<file path="config.mk">
export PLATFORM = sky130hd
export DESIGN_NAME = amatch_top
export DESIGN_NICKNAME = d
export VERILOG_FILES = /design/src/rtl/amatch_pkg.sv /design/src/rtl/amatch_regs.sv /design/src/rtl/amatch_cmp.sv /design/src/rtl/amatch_req_fsm.sv /design/src/rtl/amatch_top.sv
export SDC_FILE = /design/constraint.sdc
export NUM_CORES = 1
export LEC_CHECK = 0
export BUFFER_PORTS_ARGS = -buffer_cell sky130_fd_sc_hd__buf_2
export CORE_ASPECT_RATIO = 1.5
export CORE_MARGIN = 4
export CORE_UTILIZATION = 58
export DETAILED_ROUTE_END_ITERATION = 7
export PLACE_DENSITY = 0.89
export SYNTH_ARGS = -nofsm -noshare
export SYNTH_HDL_FRONTEND = slang
export SYNTH_SLANG_ARGS = --single-unit
</file>
<file path="constraint.sdc">
create_clock -name clk -period 4.8 [get_ports clk]
set_input_delay 0.24 -clock clk [delete_from_list [all_inputs] [get_ports clk]]
set_output_delay 0.24 -clock clk [all_outputs]
set_load 0.005 [all_outputs]
</file>
<file path="src/rtl/amatch_pkg.sv">
package amatch_pkg;

    parameter int unsigned PC_W   = 20;
    parameter int unsigned NUM_CH = 2;
    parameter int unsigned DATA_W = 8;
    parameter int unsigned BUS_AW = 16;

    localparam int unsigned BYTES_PER_CH = (PC_W + DATA_W - 1) / DATA_W;
    localparam int unsigned CH_IDW       = (NUM_CH > 1) ? $clog2(NUM_CH) : 1;

    localparam logic [BUS_AW-1:0] EN_ADDR   = BUS_AW'(16'h0009);
    localparam logic [BUS_AW-1:0] CH_BASE   = BUS_AW'(16'h0010);
    localparam logic [BUS_AW-1:0] CH_STRIDE = BUS_AW'(16'h0004);

    typedef enum logic {
        RQ_QUIET = 1'b0,
        RQ_PULSE = 1'b1
    } rq_state_e;

endpackage

</file>
<file path="src/rtl/amatch_regs.sv">
module amatch_regs
    import amatch_pkg::*;
#(
    parameter int unsigned P_PC_W   = PC_W,
    parameter int unsigned P_NUM_CH = NUM_CH,
    parameter int unsigned P_DATA_W = DATA_W,
    parameter int unsigned P_AW     = BUS_AW
) (
    input  logic                         clk,
    input  logic                         rst_n,
    input  logic                         bus_sel,
    input  logic                         bus_wr,
    input  logic [P_AW-1:0]              bus_addr,
    input  logic [P_DATA_W-1:0]          bus_wdata,
    output logic [P_DATA_W-1:0]          bus_rdata,
    output logic [P_NUM_CH-1:0]          en_o,
    output logic [P_NUM_CH*P_PC_W-1:0]   tgt_o
);

    localparam int unsigned NBYTE  = (P_PC_W + P_DATA_W - 1) / P_DATA_W;
    localparam int unsigned WIDE_W = NBYTE * P_DATA_W;

    logic                wr_acc;
    logic                rd_acc;
    logic [P_NUM_CH-1:0] en_q;
    logic [P_DATA_W-1:0] en_rd;
    logic [P_DATA_W-1:0] ch_rd [P_NUM_CH];

    assign wr_acc = bus_sel && bus_wr;
    assign rd_acc = bus_sel && !bus_wr;

    // enable register: only the low NUM_CH bits exist
    always_ff @(posedge clk or negedge rst_n) begin
        if (!rst_n) begin
            en_q <= '0;
        end else if (wr_acc && bus_addr == EN_ADDR) begin
            en_q <= bus_wdata[P_NUM_CH-1:0];
        end
    end

    always_comb begin
        en_rd = '0;
        en_rd[P_NUM_CH-1:0] = en_q;
    end

    assign en_o = en_q;

    generate
        for (genvar c = 0; c < P_NUM_CH; c++) begin : g_ch
            logic [P_PC_W-1:0] tgt_q;
            logic [P_PC_W-1:0] tgt_d;
            logic [WIDE_W-1:0] wide_cur;
            logic [WIDE_W-1:0] wide_nxt;
            logic [P_DATA_W-1:0] rd_byte;

            always_comb begin
                wide_cur = '0;
                wide_cur[P_PC_W-1:0] = tgt_q;
                wide_nxt = wide_cur;
                rd_byte  = '0;
                for (int b = 0; b < NBYTE; b++) begin
                    if (bus_addr == P_AW'(CH_BASE + CH_STRIDE * c + b)) begin
                        rd_byte = wide_cur[b*P_DATA_W +: P_DATA_W];
                        if (wr_acc) begin
                            wide_nxt[b*P_DATA_W +: P_DATA_W] = bus_wdata;
                        end
                    end
                end
                tgt_d = wide_nxt[P_PC_W-1:0];
            end

            always_ff @(posedge clk or negedge rst_n) begin
                if (!rst_n) begin
                    tgt_q <= '0;
                end else begin
                    tgt_q <= tgt_d;
                end
            end

            assign ch_rd[c] = rd_byte;
            assign tgt_o[c*P_PC_W +: P_PC_W] = tgt_q;
        end
    endgenerate

    always_comb begin
        bus_rdata = '0;
        if (rd_acc) begin
            if (bus_addr == EN_ADDR) begin
                bus_rdata = en_rd;
            end
            for (int c = 0; c < P_NUM_CH; c++) begin
                bus_rdata = bus_rdata | ch_rd[c];
            end
        end
    end

endmodule

</file>
<file path="src/rtl/amatch_cmp.sv">
module amatch_cmp #(
    parameter int unsigned P_PC_W = 20
) (
    input  logic              fetch_vld,
    input  logic [P_PC_W-1:0] fetch_pc,
    input  logic [P_PC_W-1:0] target,
    input  logic              chan_en,
    output logic              hit
);

    logic addr_eq;

    assign addr_eq = (fetch_pc == target);
    assign hit     = fetch_vld && chan_en && addr_eq;

endmodule

</file>
<file path="src/rtl/amatch_req_fsm.sv">
module amatch_req_fsm
    import amatch_pkg::*;
#(
    parameter int unsigned P_NUM_CH = NUM_CH,
    parameter int unsigned P_IDW    = CH_IDW
) (
    input  logic                clk,
    input  logic                rst_n,
    input  logic [P_NUM_CH-1:0] hit_i,
    output logic                irq_req,
    output logic [P_NUM_CH-1:0] irq_hit,
    output logic [P_IDW-1:0]    irq_chan
);

    rq_state_e           state_q;
    rq_state_e           state_d;
    logic [P_IDW-1:0]    chan_d;
    logic [P_NUM_CH-1:0] hit_q;
    logic [P_IDW-1:0]    chan_q;

    // next-state logic
    always_comb begin
        state_d = RQ_QUIET;
        unique case (state_q)
            RQ_QUIET: state_d = (|hit_i) ? RQ_PULSE : RQ_QUIET;
            RQ_PULSE: state_d = (|hit_i) ? RQ_PULSE : RQ_QUIET;
            default:  state_d = RQ_QUIET;
        endcase
    end

    // lowest channel number wins
    always_comb begin
        chan_d = '0;
        for (int i = P_NUM_CH - 1; i >= 0; i--) begin
            if (hit_i[i]) begin
                chan_d = P_IDW'(i);
            end
        end
    end

    // state register
    always_ff @(posedge clk or negedge rst_n) begin
        if (!rst_n) begin
            state_q <= RQ_QUIET;
        end else begin
            state_q <= state_d;
        end
    end

    // output register
    always_ff @(posedge clk or negedge rst_n) begin
        if (!rst_n) begin
            hit_q  <= '0;
            chan_q <= '0;
        end else begin
            hit_q  <= hit_i;
            chan_q <= chan_d;
        end
    end

    assign irq_req  = (state_q == RQ_PULSE);
    assign irq_hit  = hit_q;
    assign irq_chan = chan_q;

endmodule

</file>
<file path="src/rtl/amatch_top.sv">
module amatch_top
    import amatch_pkg::*;
#(
    parameter int unsigned P_PC_W   = PC_W,
    parameter int unsigned P_NUM_CH = NUM_CH,
    parameter int unsigned P_DATA_W = DATA_W,
    parameter int unsigned P_AW     = BUS_AW,
    parameter int unsigned P_IDW    = CH_IDW
) (
    input  logic                clk,
    input  logic                rst_n,
    input  logic                bus_sel,
    input  logic                bus_wr,
    input  logic [P_AW-1:0]     bus_addr,
    input  logic [P_DATA_W-1:0] bus_wdata,
    output logic [P_DATA_W-1:0] bus_rdata,
    input  logic                pc_valid,
    input  logic [P_PC_W-1:0]   pc_addr,
    output logic                irq_req,
    output logic [P_NUM_CH-1:0] irq_hit,
    output logic [P_IDW-1:0]    irq_chan
);

    logic [P_NUM_CH-1:0]        en_w;
    logic [P_NUM_CH*P_PC_W-1:0] tgt_w;
    logic [P_NUM_CH-1:0]        hit_w;

    amatch_regs #(
        .P_PC_W  (P_PC_W),
        .P_NUM_CH(P_NUM_CH),
        .P_DATA_W(P_DATA_W),
        .P_AW    (P_AW)
    ) u_regs (
        .clk      (clk),
        .rst_n    (rst_n),
        .bus_sel  (bus_sel),
        .bus_wr   (bus_wr),
        .bus_addr (bus_addr),
        .bus_wdata(bus_wdata),
        .bus_rdata(bus_rdata),
        .en_o     (en_w),
        .tgt_o    (tgt_w)
    );

    generate
        for (genvar c = 0; c < P_NUM_CH; c++) begin : g_cmp
            amatch_cmp #(.P_PC_W(P_PC_W)) u_cmp (
                .fetch_vld(pc_valid),
                .fetch_pc (pc_addr),
                .target   (tgt_w[c*P_PC_W +: P_PC_W]),
                .chan_en  (en_w[c]),
                .hit      (hit_w[c])
            );
        end
    endgenerate

    amatch_req_fsm #(
        .P_NUM_CH(P_NUM_CH),
        .P_IDW   (P_IDW)
    ) u_fsm (
        .clk     (clk),
        .rst_n   (rst_n),
        .hit_i   (hit_w),
        .irq_req (irq_req),
        .irq_hit (irq_hit),
        .irq_chan(irq_chan)
    );

endmodule

</file>
Word level (Yosys, flattened, before mapping)
Index checks and enable logic that the tools add are counted.
{"block": "classes", "eq_ne": 9, "mux": 12, "bitwise_logic": 2, "reduce_logical": 15}
{"op": "$eq 16x5->1 const B", "count": 6}
{"op": "$mux 8", "count": 8}
{"op": "$eq 20x20->1", "count": 2}
{"op": "$eq 16x4->1 const B", "count": 1}
{"op": "$or 8x8->8", "count": 2}
{"op": "$reduce_and 2->1", "count": 6}
{"op": "$logic_and 1x1->1", "count": 7}
{"op": "$mux 1", "count": 3}
{"op": "$mux 2", "count": 1}
{"op": "$reduce_or 2->1", "count": 1}
{"op": "$logic_not 1->1", "count": 1}
{"block": "totals", "register_bits": 46, "in_bits": 49, "output_inout_bits": 12, "elab_cells": 48}

Longest topological paths before layout
Gate-level depths: netlist of run 1.
{"block": "logic_depth", "ltp_word": 7, "depth_mapped": 7, "ltp_nobuf": 5}

Hierarchy
From an unflattened synthesis of run 1, not the netlist that was laid out.
{"block": "hier_totals", "cells_unflattened": 243, "area_unflattened_um2": 2762.6}
{"mod": "amatch_regs", "n_inst": 1, "cells_each": 183, "area_per_inst_um2": 2199.6, "seq_area_each_um2": 1051.0}
{"mod": "amatch_cmp", "n_inst": 2, "cells_each": 27, "area_per_inst_um2": 225.2, "seq_area_each_um2": 0.0}
{"mod": "amatch_req_fsm", "n_inst": 1, "cells_each": 6, "area_per_inst_um2": 112.6, "seq_area_each_um2": 100.1}

Worst setup path after synthesis of run 1
Ideal clock, no wire load.
{"block": "synth_path", "path_type": "input to register", "from": "input bus_addr[15]", "to": "register u_regs.g_ch[0].tgt_q[0]", "setup_ns": 0.125, "arrival_time_ns": 1.904, "required_time_ns": 4.675, "setup_slack_ns": 2.771, "cell_stages": 6, "path_cell_list": "or4_1 -> buf_6 -> or2_0 -> buf_2 -> nor3_4 -> mux2_2"}
{"block": "synth_between", "elab_chain_cells": 2}
{"element": "from (decl)", "line_no": "amatch_top.sv:14", "rtl": "input logic [P_AW-1:0] bus_addr,"}
{"element": "$eq 16x5->1", "line_no": "amatch_regs.sv:62", "rtl": "if (bus_addr == P_AW'(CH_BASE + CH_STRIDE * c + b)) begin"}
{"element": "$reduce_and 2->1 (no line)"}
{"element": "to (signal assigned)", "line_no": "amatch_regs.sv:76", "rtl": "tgt_q <= tgt_d;"}
{"element": "to (decl)", "line_no": "amatch_regs.sv:50", "rtl": "logic [P_PC_W-1:0] tgt_q;"}
Every way passes these cells.
A chain may end at the register's enable or synchronous reset.

Worst setup path after layout of run 1
{"block": "layout_path", "from": "input bus_addr[5]", "to": "output bus_rdata[4]"}
{"block": "layout_between", "elab_chain_cells": 7, "elab_cells_between_ends": 15, "cone_classes": "eq/ne (6); mux (7); bitwise (2)"}
{"element": "$eq 16x5->1", "line_no": "amatch_regs.sv:62"}
{"element": "$mux 8 (3 in a row)", "line_no": "amatch_regs.sv:62"}
{"element": "$or 8x8->8", "line_no": "amatch_regs.sv:92", "rtl": "bus_rdata = bus_rdata | ch_rd[c];"}
{"element": "$or 8x8->8 (*)", "line_no": "amatch_regs.sv:92"}
{"element": "$mux 8 (*)", "line_no": "amatch_regs.sv:87", "rtl": "if (rd_acc) begin"}
{"element": "to (decl)", "line_no": "amatch_top.sv:16", "rtl": "output logic [P_DATA_W-1:0] bus_rdata,"}
Mark *: on every way between the ends. The rest lies on a longest branch, timed or not.

==> results.tsv, run 1 <==
metric	value	unit
later-pin clock latency in the skew report	300	ps
Starting Density	0.6094	
max_slew headroom	0.3228	
final setup vio count	0	
# placed instances	330	
final hold viol count	0	
highest clock rate	397.3	MHz
Mapped Cells	229	
Place WS	2336	ps
Pint	0.0005706	W
pwr dens	241.0	nW/um2
Final ANT Viol Nets	0	
largest net degree at the start of global routing	47	
Setup crit start kind	input port	
most frequent CP cell	buf_2	
outcome	complete, no violations	
CTS tree	done	
Worst-path clk slew	90	ps
vias in the first global route	2257	
clk_skew	9.751	ps
via/cell ratio	6.456	
Post-CTS Hold Fix Bufs	0	
sequential-to-total area share from yosys stat	0.4375	
placer congestion estimate	0.9882	
first-pass GRT wire length	11410	um
antenna violations before repair	0	
Pre-antenna DRT Iters	4	
DR vias	2182	
CP max stage cell	nor3_1	
sequential power share	0.524	
Clock Path Buffers	2	
total CTS buffers	5	
RSZ-0062 raised after global routing	no	
VDD IR-drop max	259.9	uV
Tcrit/Tclk final	0.5244	
Synth Cell Area	2631	um2
Logic pwr share	0.094	
port bufs	60	
die width	63.00	um
CP Cell Sequence	buf_2 -> nor4bb_1 -> nand2_1 -> nor3_1 -> a22oi_1 -> a21oi_1 -> buf_2	
Detailed Place HPWL	5393	um
RR Endpoint	u_fsm.irq_chan	
final WL	7009	um
Sink Count	46	
synthesis-to-layout area growth	16.60	%
drt drc	0	
setup TNS	0	ps
die area	5701	um2
slew of the pin with the lowest slew margin	1016	ps
antenna cells	0	
Cell Area, Placed	2962	um2
Nets	340	
library cells used by synthesis	39	
R2R Path Start	u_regs.g_ch[0].tgt_q[16]	
share of post-route cells with drive strength above 1	0.3836	
cts repair resizes	0	
fin crit period	2517	ps
CP bufs+invs	2	
Sw Share	0.2283	
IO Pins	61	
initial DRC count	245	
R2R cell count	5	
Yosys warnings	0	
slowest cell delay on critical path	560	ps
syn_nets	278	
maxcap violations	0	
Non-Filler Instances	338	
Hold Crit Class	in2async	
WS Path Type	in2out	
CTS Root Cell	clkbuf_8	
number of H-tree levels	2	
Worst path top cell family by delay	simple AND/OR/NAND/NOR gates	
final instance area	3068	um2
crit path DAT	2280	ps
Syn Area/Cell	11.49	um2
total grt overflow	0	
Final Max Slew Viols	0	
Psw	0.0001688	W
Max FO, Critical Path	7	
Clk pwr share	0.382	
CP Capture Type	output pin	
Pleak	1.468	nW
core area	4318	um2
postcts setup bufs	0	
setup slack, reg-to-reg	2900	ps
All-Layer GR Usage	0.2573	
routed len/inst	20.74	um
Yosys reg bits	46	
Die Height	90.50	um
Setup WS post-layout	2283	ps
Req. time, crit path	4560	ps
row cnt	29	
==> per-stage QoR <==
step	hold WS [ps]	total power (W)	util
4_1_cts	145.1	0.0007407	0.7105
2_1_floorplan	-55.59	0.0004204	-
6_report	111.1	0.0007394	0.7105
3_5_place_dp	466.3	0.0004631	0.6859
3_3_place_gp	444.7	0.0004624	0.6859
5_1_grt	185.7	0.0007687	0.7105
==> synthesized netlist by cell type (all sizes together) <==
cell type / n / area share
xnor2: 24 / 0.080
a32oi: 1 / 0.0033
nor3: 8 / 0.024
a222oi: 1 / 0.0038
mux2: 42 / 0.18
nand3: 2 / 0.0038
a21oi: 5 / 0.0095
or4: 2 / 0.0057
o21ai: 1 / 0.0019
clkbuf: 2 / 0.0029
or3: 1 / 0.0024
nor4bb: 1 / 0.0038
a22oi: 11 / 0.031
nor2: 8 / 0.013
o41ai: 1 / 0.0033
and3: 2 / 0.0048
nor2b: 3 / 0.010
a31oi: 1 / 0.0024
a211oi: 1 / 0.0029
buf: 3 / 0.0076
a22o: 4 / 0.013
xor2: 16 / 0.053
o22ai: 2 / 0.0048
nor4: 8 / 0.019
nand2b: 2 / 0.0048
and4: 1 / 0.0033
dfrtp: 46 / 0.44
nand4: 10 / 0.024
nand2: 11 / 0.016
nor4b: 4 / 0.013
inv: 1 / 0.0014
mux2i: 3 / 0.011
or2: 1 / 0.0024
==> power by group through the flow <==
stage               registers, W  clock network (W)  logic [W]
global placement        0.000395                  0  0.0000674
finish                  0.000387           0.000283  0.0000695
detailed placement      0.000395                  0  0.0000681
CTS                     0.000387           0.000285  0.0000687
floorplan               0.000395                  0  0.0000253
global route            0.000387           0.000306  0.0000758
==> final cells by class <==
cell class | instances | area (um2)
fill | 306 | 1250
multi-input combinational | 177 | 1449
sequential | 46 | 1151
clock inverter | 1 | 30.03
inverter | 1 | 3.754
tap | 46 | 57.56
clock buffer | 7 | 76.32
timing repair buffer | 60 | 300.3
==> worst max-delay path by stage <==
| stage | end | cells past startpoint | start |
|---|---|---|---|
| after floorplan | u_regs.g_ch[0].tgt_q[0] | 6 | bus_addr[15] |
| after global placement | bus_rdata[4] | 7 | bus_addr[5] |
| after detailed placement | u_regs.g_ch[0].tgt_q[15] | 6 | bus_addr[15] |
| after CTS | bus_rdata[4] | 7 | bus_addr[5] |
| after global routing | bus_rdata[4] | 7 | bus_addr[5] |
| final | bus_rdata[4] | 7 | bus_addr[5] |
==> cells by family after synthesis <==
logic type	Yosys count	share of synthesized area
AND/OR/NAND/NOR	64	0.1498
multiplexers	45	0.1912
flip-flops	46	0.4375
buffers and inverters	6	0.01188
XOR/XNOR	40	0.1331
AO/OA/AOI/OAI	28	0.07656
==> metal layers <==
metal  wire [um]  vias to the layer above  GRT usage  share of wire
met2        3567                      112     0.4308           0.51
met5           0                        -          0              0
met3         546                       18    0.05479          0.078
met1        2690                     1076     0.3155           0.38
met4         204                        0     0.1105          0.029
li1            -                      976          -              -
==> sequential cells by signal (all words and copies together) (netlist names) <==
name               flops
u_regs.g_ch.tgt_q     40
u_fsm.irq_hit          2
u_regs.en_o            2
u_fsm.irq_req          1
u_fsm.irq_chan         1
==> worst register-to-register path: cells and delay by family (launching register included) <==
family	cells	cell delay [ps]
XOR/XNOR	1	180
AND/OR/NAND/NOR	4	1180
flip-flops	1	410
==> placed cells by master, fill, tap and decap left out, drive strengths merged, types with 10 or more instances in the layout <==
cell / synthesis / routed
xnor2: 24 / 24
a22oi: 11 / 11
xor2: 16 / 16
buf: 3 / 60
nand4: 10 / 10
dfrtp: 46 / 46
nand2: 11 / 11
mux2: 42 / 42
Power figures use the tool's default switching activity.
==> inputs of run 2 (changes only) <==
Settings changed: CORE_UTILIZATION 58 to 49, PLACE_DENSITY 0.89 to 0.81.
Clock period 4.8 ns to 2.1 ns, I/O delays scaled along.
==> results.tsv, run 2 (synthesis results as in run 1) <==
metric	value	unit	change
first-pass GRT wire length	11320	um	-0.79%
synthesis-to-layout area growth	24.49	%	
final hold viol count	0		unchanged
drt drc	0		unchanged
pwr dens	495.7	nW/um2	+110%
area of the multi-input gates	1460	um2	+0.78%
Sink Count	46		unchanged
die width	67.83	um	+7.7%
Clock Path Buffers	2		unchanged
die area	6630	um2	+16%
final setup vio count	0		unchanged
Reg area	1151	um2	unchanged
initial DRC count	128		-48%
number of fill cells in the layout	411		+34%
Hold Crit Class	in2reg		
later-pin clock latency in the skew report	310	ps	about the same
max_slew headroom	0.5542		+0.2315
number of H-tree levels	2		unchanged
Tcrit/Tclk final	0.9319		
routed len/inst	19.01	um	-8.3%
most common cell after layout, fill and taps aside	buf_2		
All-Layer GR Usage	0.2291		-0.02821
Die Height	97.75	um	+8.0%
total CTS buffers	5		unchanged
via/cell ratio	5.857		-9.3%
WS Path Type	in2out		
Pre-antenna DRT Iters	4		unchanged
maxcap violations	0		unchanged
total grt overflow	0		unchanged
CTS Root Cell	clkbuf_8		
R2R cell count	6		+1
Pleak	1.562	nW	+6.4%
Largest register FFs	40		unchanged
Final Max Slew Viols	0		unchanged
Nets	357		+5.0%
RSZ-0062 raised after global routing	no		
Tot Pwr	0.001624	W	+120%
R2R Path Start	u_regs.g_ch[0].tgt_q[16]		
Req. time, crit path	2000	ps	-2560 ps
WL met3	572	um	+4.8%
min-delay src	bus_wdata[5]		
worst hold slack	67.41	ps	-43.74 ps
Hold Path Cell Cnt	2		
Final ANT Viol Nets	0		unchanged
clk_skew	7.125	ps	-2.626 ps
placer congestion estimate	0.9459		-4.3%
VDD IR-drop max	451.7	uV	+74%
RR Endpoint	u_fsm.irq_req		
final WL	7165	um	+2.2%
CTS tree	done		
Metal-1 WL	2637	um	-2.0%
setup slack, reg-to-reg	180	ps	-2720 ps
antenna violations before repair	0		unchanged
slew of the pin with the lowest slew margin	659.4	ps	-356.5 ps
row cnt	32		+10%
Biggest register	u_regs.g_ch.tgt_q		
vias in the first global route	2310		+2.3%
top routing layer in use	met4		
Worst-path clk slew	90	ps	about the same
IO Pins	61		unchanged
Detailed Place HPWL	5704	um	+5.8%
Starting Density	0.5094		-0.09994
commonest non-fill, non-tap cells in the layout	buf_2, dfrtp_1, mux2_2		
crit path DAT	1850	ps	-430 ps
core area	5165	um2	+20%
outcome	complete, no violations		
Setup crit start kind	input port		
highest clock rate	511.0	MHz	
DR WL met2	3642	um	+2.1%
WHS Endpoint	u_regs.g_ch[0].tgt_q[13]		
CP Capture Type	output pin		
share of post-route cells with drive strength above 1	0.4272		+0.04362
antenna cells	0		unchanged
DR vias	2208		+1.2%
fin crit period	1957	ps	
port bufs	60		unchanged
Max FO, Critical Path	8		+1
largest net degree at the start of global routing	20		-57%
-- run 2: changes by cell type in the layout (fill, tap and decap cells not counted), sizes merged --
cell | previous run | this run
bufinv | 1 | 0
clkinvlp | 0 | 1
dlygate4sd3 | 0 | 1
buf | 60 | 76
clkbuf | 7 | 6
clkinv | 0 | 1
-- run 2: area by class of cell --
class | instances | area share
Clock buffer | 6 | 0.02521
Clock inverter | 2 | 0.003820
Inverter | 1 | 0.001146
Multi-Input combinational cell | 177 | 0.4458
Sequential cell | 46 | 0.3514
Tap cell | 68 | 0.02597
Timing Repair Buffer | 77 | 0.1467
-- run 2: how the worst max path moves through the flow --
stage / cells past startpoint / endpoint / startpoint / slack [ps]
finish: 7 / bus_rdata[0] / bus_addr[15] / 140
global route: 7 / bus_rdata[0] / bus_addr[11] / 3
CTS: 7 / bus_rdata[0] / bus_addr[11] / 100
detailed placement: 7 / bus_rdata[0] / bus_addr[15] / -8
global placement: 7 / bus_rdata[0] / bus_addr[15] / 20
floorplan: 6 / u_regs.g_ch[0].tgt_q[0] / bus_addr[15] / 210
-- run 2: critical path, stage by stage --
cell and delay (ps):
buf_2 90, or4_1 600, buf_4 210, nor4_2 350, a222oi_1 150, o22ai_1 190
buf_2 140
-- run 2: repair_timing --
| action | 4_1_cts | 5_1_grt |
|---|---|---|
| gates resized for setup | 1 | 1 |
| endpoints found under the hold margin | 13 | 0 |
| endpoints found under the setup margin | 1 | 1 |
| gates cloned | 0 | 0 |
| buffers inserted | 0 | 0 |
| hold buffers | 1 | 0 |
-- run 2: power by group --
group          total [W]  internal, W  switching, W  leakage (nW)
clock network   0.000569     0.000265      0.000305        0.0472
registers       0.000885     0.000885   0.000000158         0.643
logic           0.000169    0.0000702     0.0000990         0.872
total            0.00162      0.00122      0.000404          1.56
-- run 2: routing by layer --
layer	track usage	vias up
li1	-	1016
met1	0.2654	1073
met2	0.3833	98
met3	0.04258	21
met4	0.1302	0
met5	0	-
-- run 2: metrics by stage --
step	util	TNS (ps)	instance area, um2	cells	setup slack [ps]
5_1_grt	0.6342	0	3276	377	2.692
4_1_cts	0.6332	0	3271	377	97.10
2_1_floorplan	-	0	2631	229	206.1
6_report	0.6342	0	3276	377	142.9
3_3_place_gp	0.6117	0	3159	368	19.37
3_5_place_dp	0.6117	-8.252	3159	368	-8.252
==> inputs of run 3 (changes only) <==
Settings changed: CORE_MARGIN 4 to unset.
==> results.tsv, run 3 (synthesis results as in run 1) <==
metric	value	unit	change
core area	5165	um2	unchanged
first-pass GRT wire length	10720	um	-5.3%
clk_skew	2.863	ps	-4.263 ps
placer congestion estimate	0.9603		+1.5%
synthesis-to-layout area growth	23.92	%	
slew of the pin with the lowest slew margin	669.8	ps	+10.44 ps
CTS Root Cell	clkbuf_8		
postcts setup bufs	0		unchanged
largest net degree at the start of global routing	29		+45%
Biggest register	u_regs.g_ch.tgt_q		
maxcap violations	0		unchanged
CP Capture Type	output pin		
DR vias	2158		-2.3%
Worst path top cell family by delay	simple AND/OR/NAND/NOR gates		
fin util	0.6313		-0.002907
VDD IR-drop max	382.1	uV	-15%
port bufs	60		unchanged
Pleak	1.554	nW	-0.48%
Largest register FFs	40		unchanged
Max FO, Critical Path	8		unchanged
sequential power share	0.569		+0.024
slowest cell delay on critical path	600	ps	about the same
CP max stage cell	or4_1		
Starting Density	0.5094		unchanged
via/cell ratio	5.739		-2.0%
Clk pwr share	0.322		-0.029
R2R Path Start	u_regs.g_ch[1].tgt_q[13]		
CP Cell Sequence	buf_2 -> or4_1 -> buf_4 -> nor4_2 -> a222oi_1 -> o22ai_1 -> buf_2		
Hold Crit Class	in2reg		
final setup vio count	0		unchanged
min-delay src	bus_wdata[4]		
Logic pwr share	0.109		+0.005
later-pin clock latency in the skew report	300	ps	about the same
pwr dens	477.0	nW/um2	-3.8%
Pre-antenna DRT Iters	4		unchanged
fin crit period	2005	ps	+47.62 ps
number of H-tree levels	2		unchanged
crit path DAT	1900	ps	+50 ps
RSZ-0062 raised after global routing	no		
share of post-route cells with drive strength above 1	0.4221		-0.005107
Sink Count	46		unchanged
final WL	6747	um	-5.8%
All-Layer GR Usage	0.2642		+0.03512
worst hold slack	76.05	ps	+8.649 ps
CTS tree	done		
vias in the first global route	2170		-6.1%
IO Pins	61		unchanged
die width	61.83	um	-8.8%
antenna violations before repair	0		unchanged
drt drc	0		unchanged
Psw	0.0003706	W	-8.2%
CP bufs+invs	3		unchanged
row cnt	32		unchanged
routed len/inst	17.94	um	-5.6%
max_slew headroom	0.5472		-0.007056
Tcrit/Tclk final	0.9546		+0.02267
highest clock rate	498.8	MHz	-2.4%
Clock Path Buffers	2		unchanged
total CTS buffers	5		unchanged
Die Height	91.75	um	-6.1%
WS Path Type	in2out		
antenna cells	0		unchanged
Worst-path clk slew	70	ps	-20 ps
Setup crit start kind	input port		
setup TNS	0	ps	unchanged
number of fill cells in the layout	423		+2.9%
Final ANT Viol Nets	0		unchanged
CP startpoint	bus_addr[15]		
most frequent CP cell	buf_2		
Sw Share	0.2383		-0.01046
Pint	0.001185	W	-2.9%
total grt overflow	0		unchanged
Detailed Place HPWL	5405	um	-5.3%
final hold viol count	0		unchanged
commonest non-fill, non-tap cells in the layout	buf_2, dfrtp_1, mux2_2		
die area	5673	um2	-14%
most common cell after layout, fill and taps aside	buf_2		
Nets	357		unchanged
Final Max Slew Viols	0		unchanged
Req. time, crit path	2000	ps	about the same
initial DRC count	133		+3.9%
outcome	complete, no violations		
## run 3: cell type report
| class | instances | area, um2 | share of cell area |
|---|---|---|---|
| multi-input cells | 177 | 1464 | 0.4490 |
| flip-flops and latches | 46 | 1151 | 0.3530 |
| repair buffers | 77 | 480.5 | 0.1474 |
| well taps | 68 | 85.08 | 0.02609 |
| clock buffers | 7 | 76.32 | 0.02341 |
| inverters | 1 | 3.754 | 0.001151 |
## run 3: metrics by stage
stage / cell area (um2) / power, W / worst slack (ps) / cells
finish: 3261 / 0.001555 / 95.32 / 376
global route: 3261 / 0.001623 / 21.25 / 376
CTS: 3252 / 0.001563 / 113.3 / 376
detailed placement: 3159 / 0.001068 / -60.02 / 368
global placement: 3159 / 0.001068 / -0.07838 / 368
floorplan: 2631 / 0.0009608 / 206.1 / 229
## run 3: what timing repair did
action	4_1_cts	5_1_grt
hold endpoints to repair	26	0
resized for setup	1	2
hold buffers	1	0
setup endpoints to repair	1	2
## run 3: power by group through the flow
stage               combinational [W]  sequential, W  clock, W
CTS                          0.000169       0.000885  0.000510
floorplan                   0.0000577       0.000903         0
global placement             0.000165       0.000903         0
detailed placement           0.000165       0.000903         0
global route                 0.000185       0.000885  0.000553
finish                       0.000170       0.000885  0.000500
## run 3: routing by layer
| metal | up-vias | wire (um) | global-route usage |
|---|---|---|---|
| li1 | 1013 | - | - |
| met5 | - | 0 | 0 |
| met1 | 1055 | 2619 | 0.3218 |
| met2 | 76 | 3621 | 0.4435 |
| met3 | 14 | 301 | 0.03526 |
| met4 | 0 | 204 | 0.1241 |
## run 3: worst paths after layout
| check | end | slack (ps) | cells past startpoint |
|---|---|---|---|
| max | bus_rdata[0] | 100 | 7 |
| min | u_regs.g_ch[0].tgt_q[12] | 80 | 2 |
| max reg2reg | u_fsm.irq_chan | 280 | 5 |
| min reg2reg | u_regs.g_ch[0].tgt_q[12] | 560 | 1 |
| max in group asynchronous | u_regs.g_ch[1].tgt_q[7] | 1130 | 3 |
| min in group asynchronous | u_regs.en_o[1] | 370 | 2 |
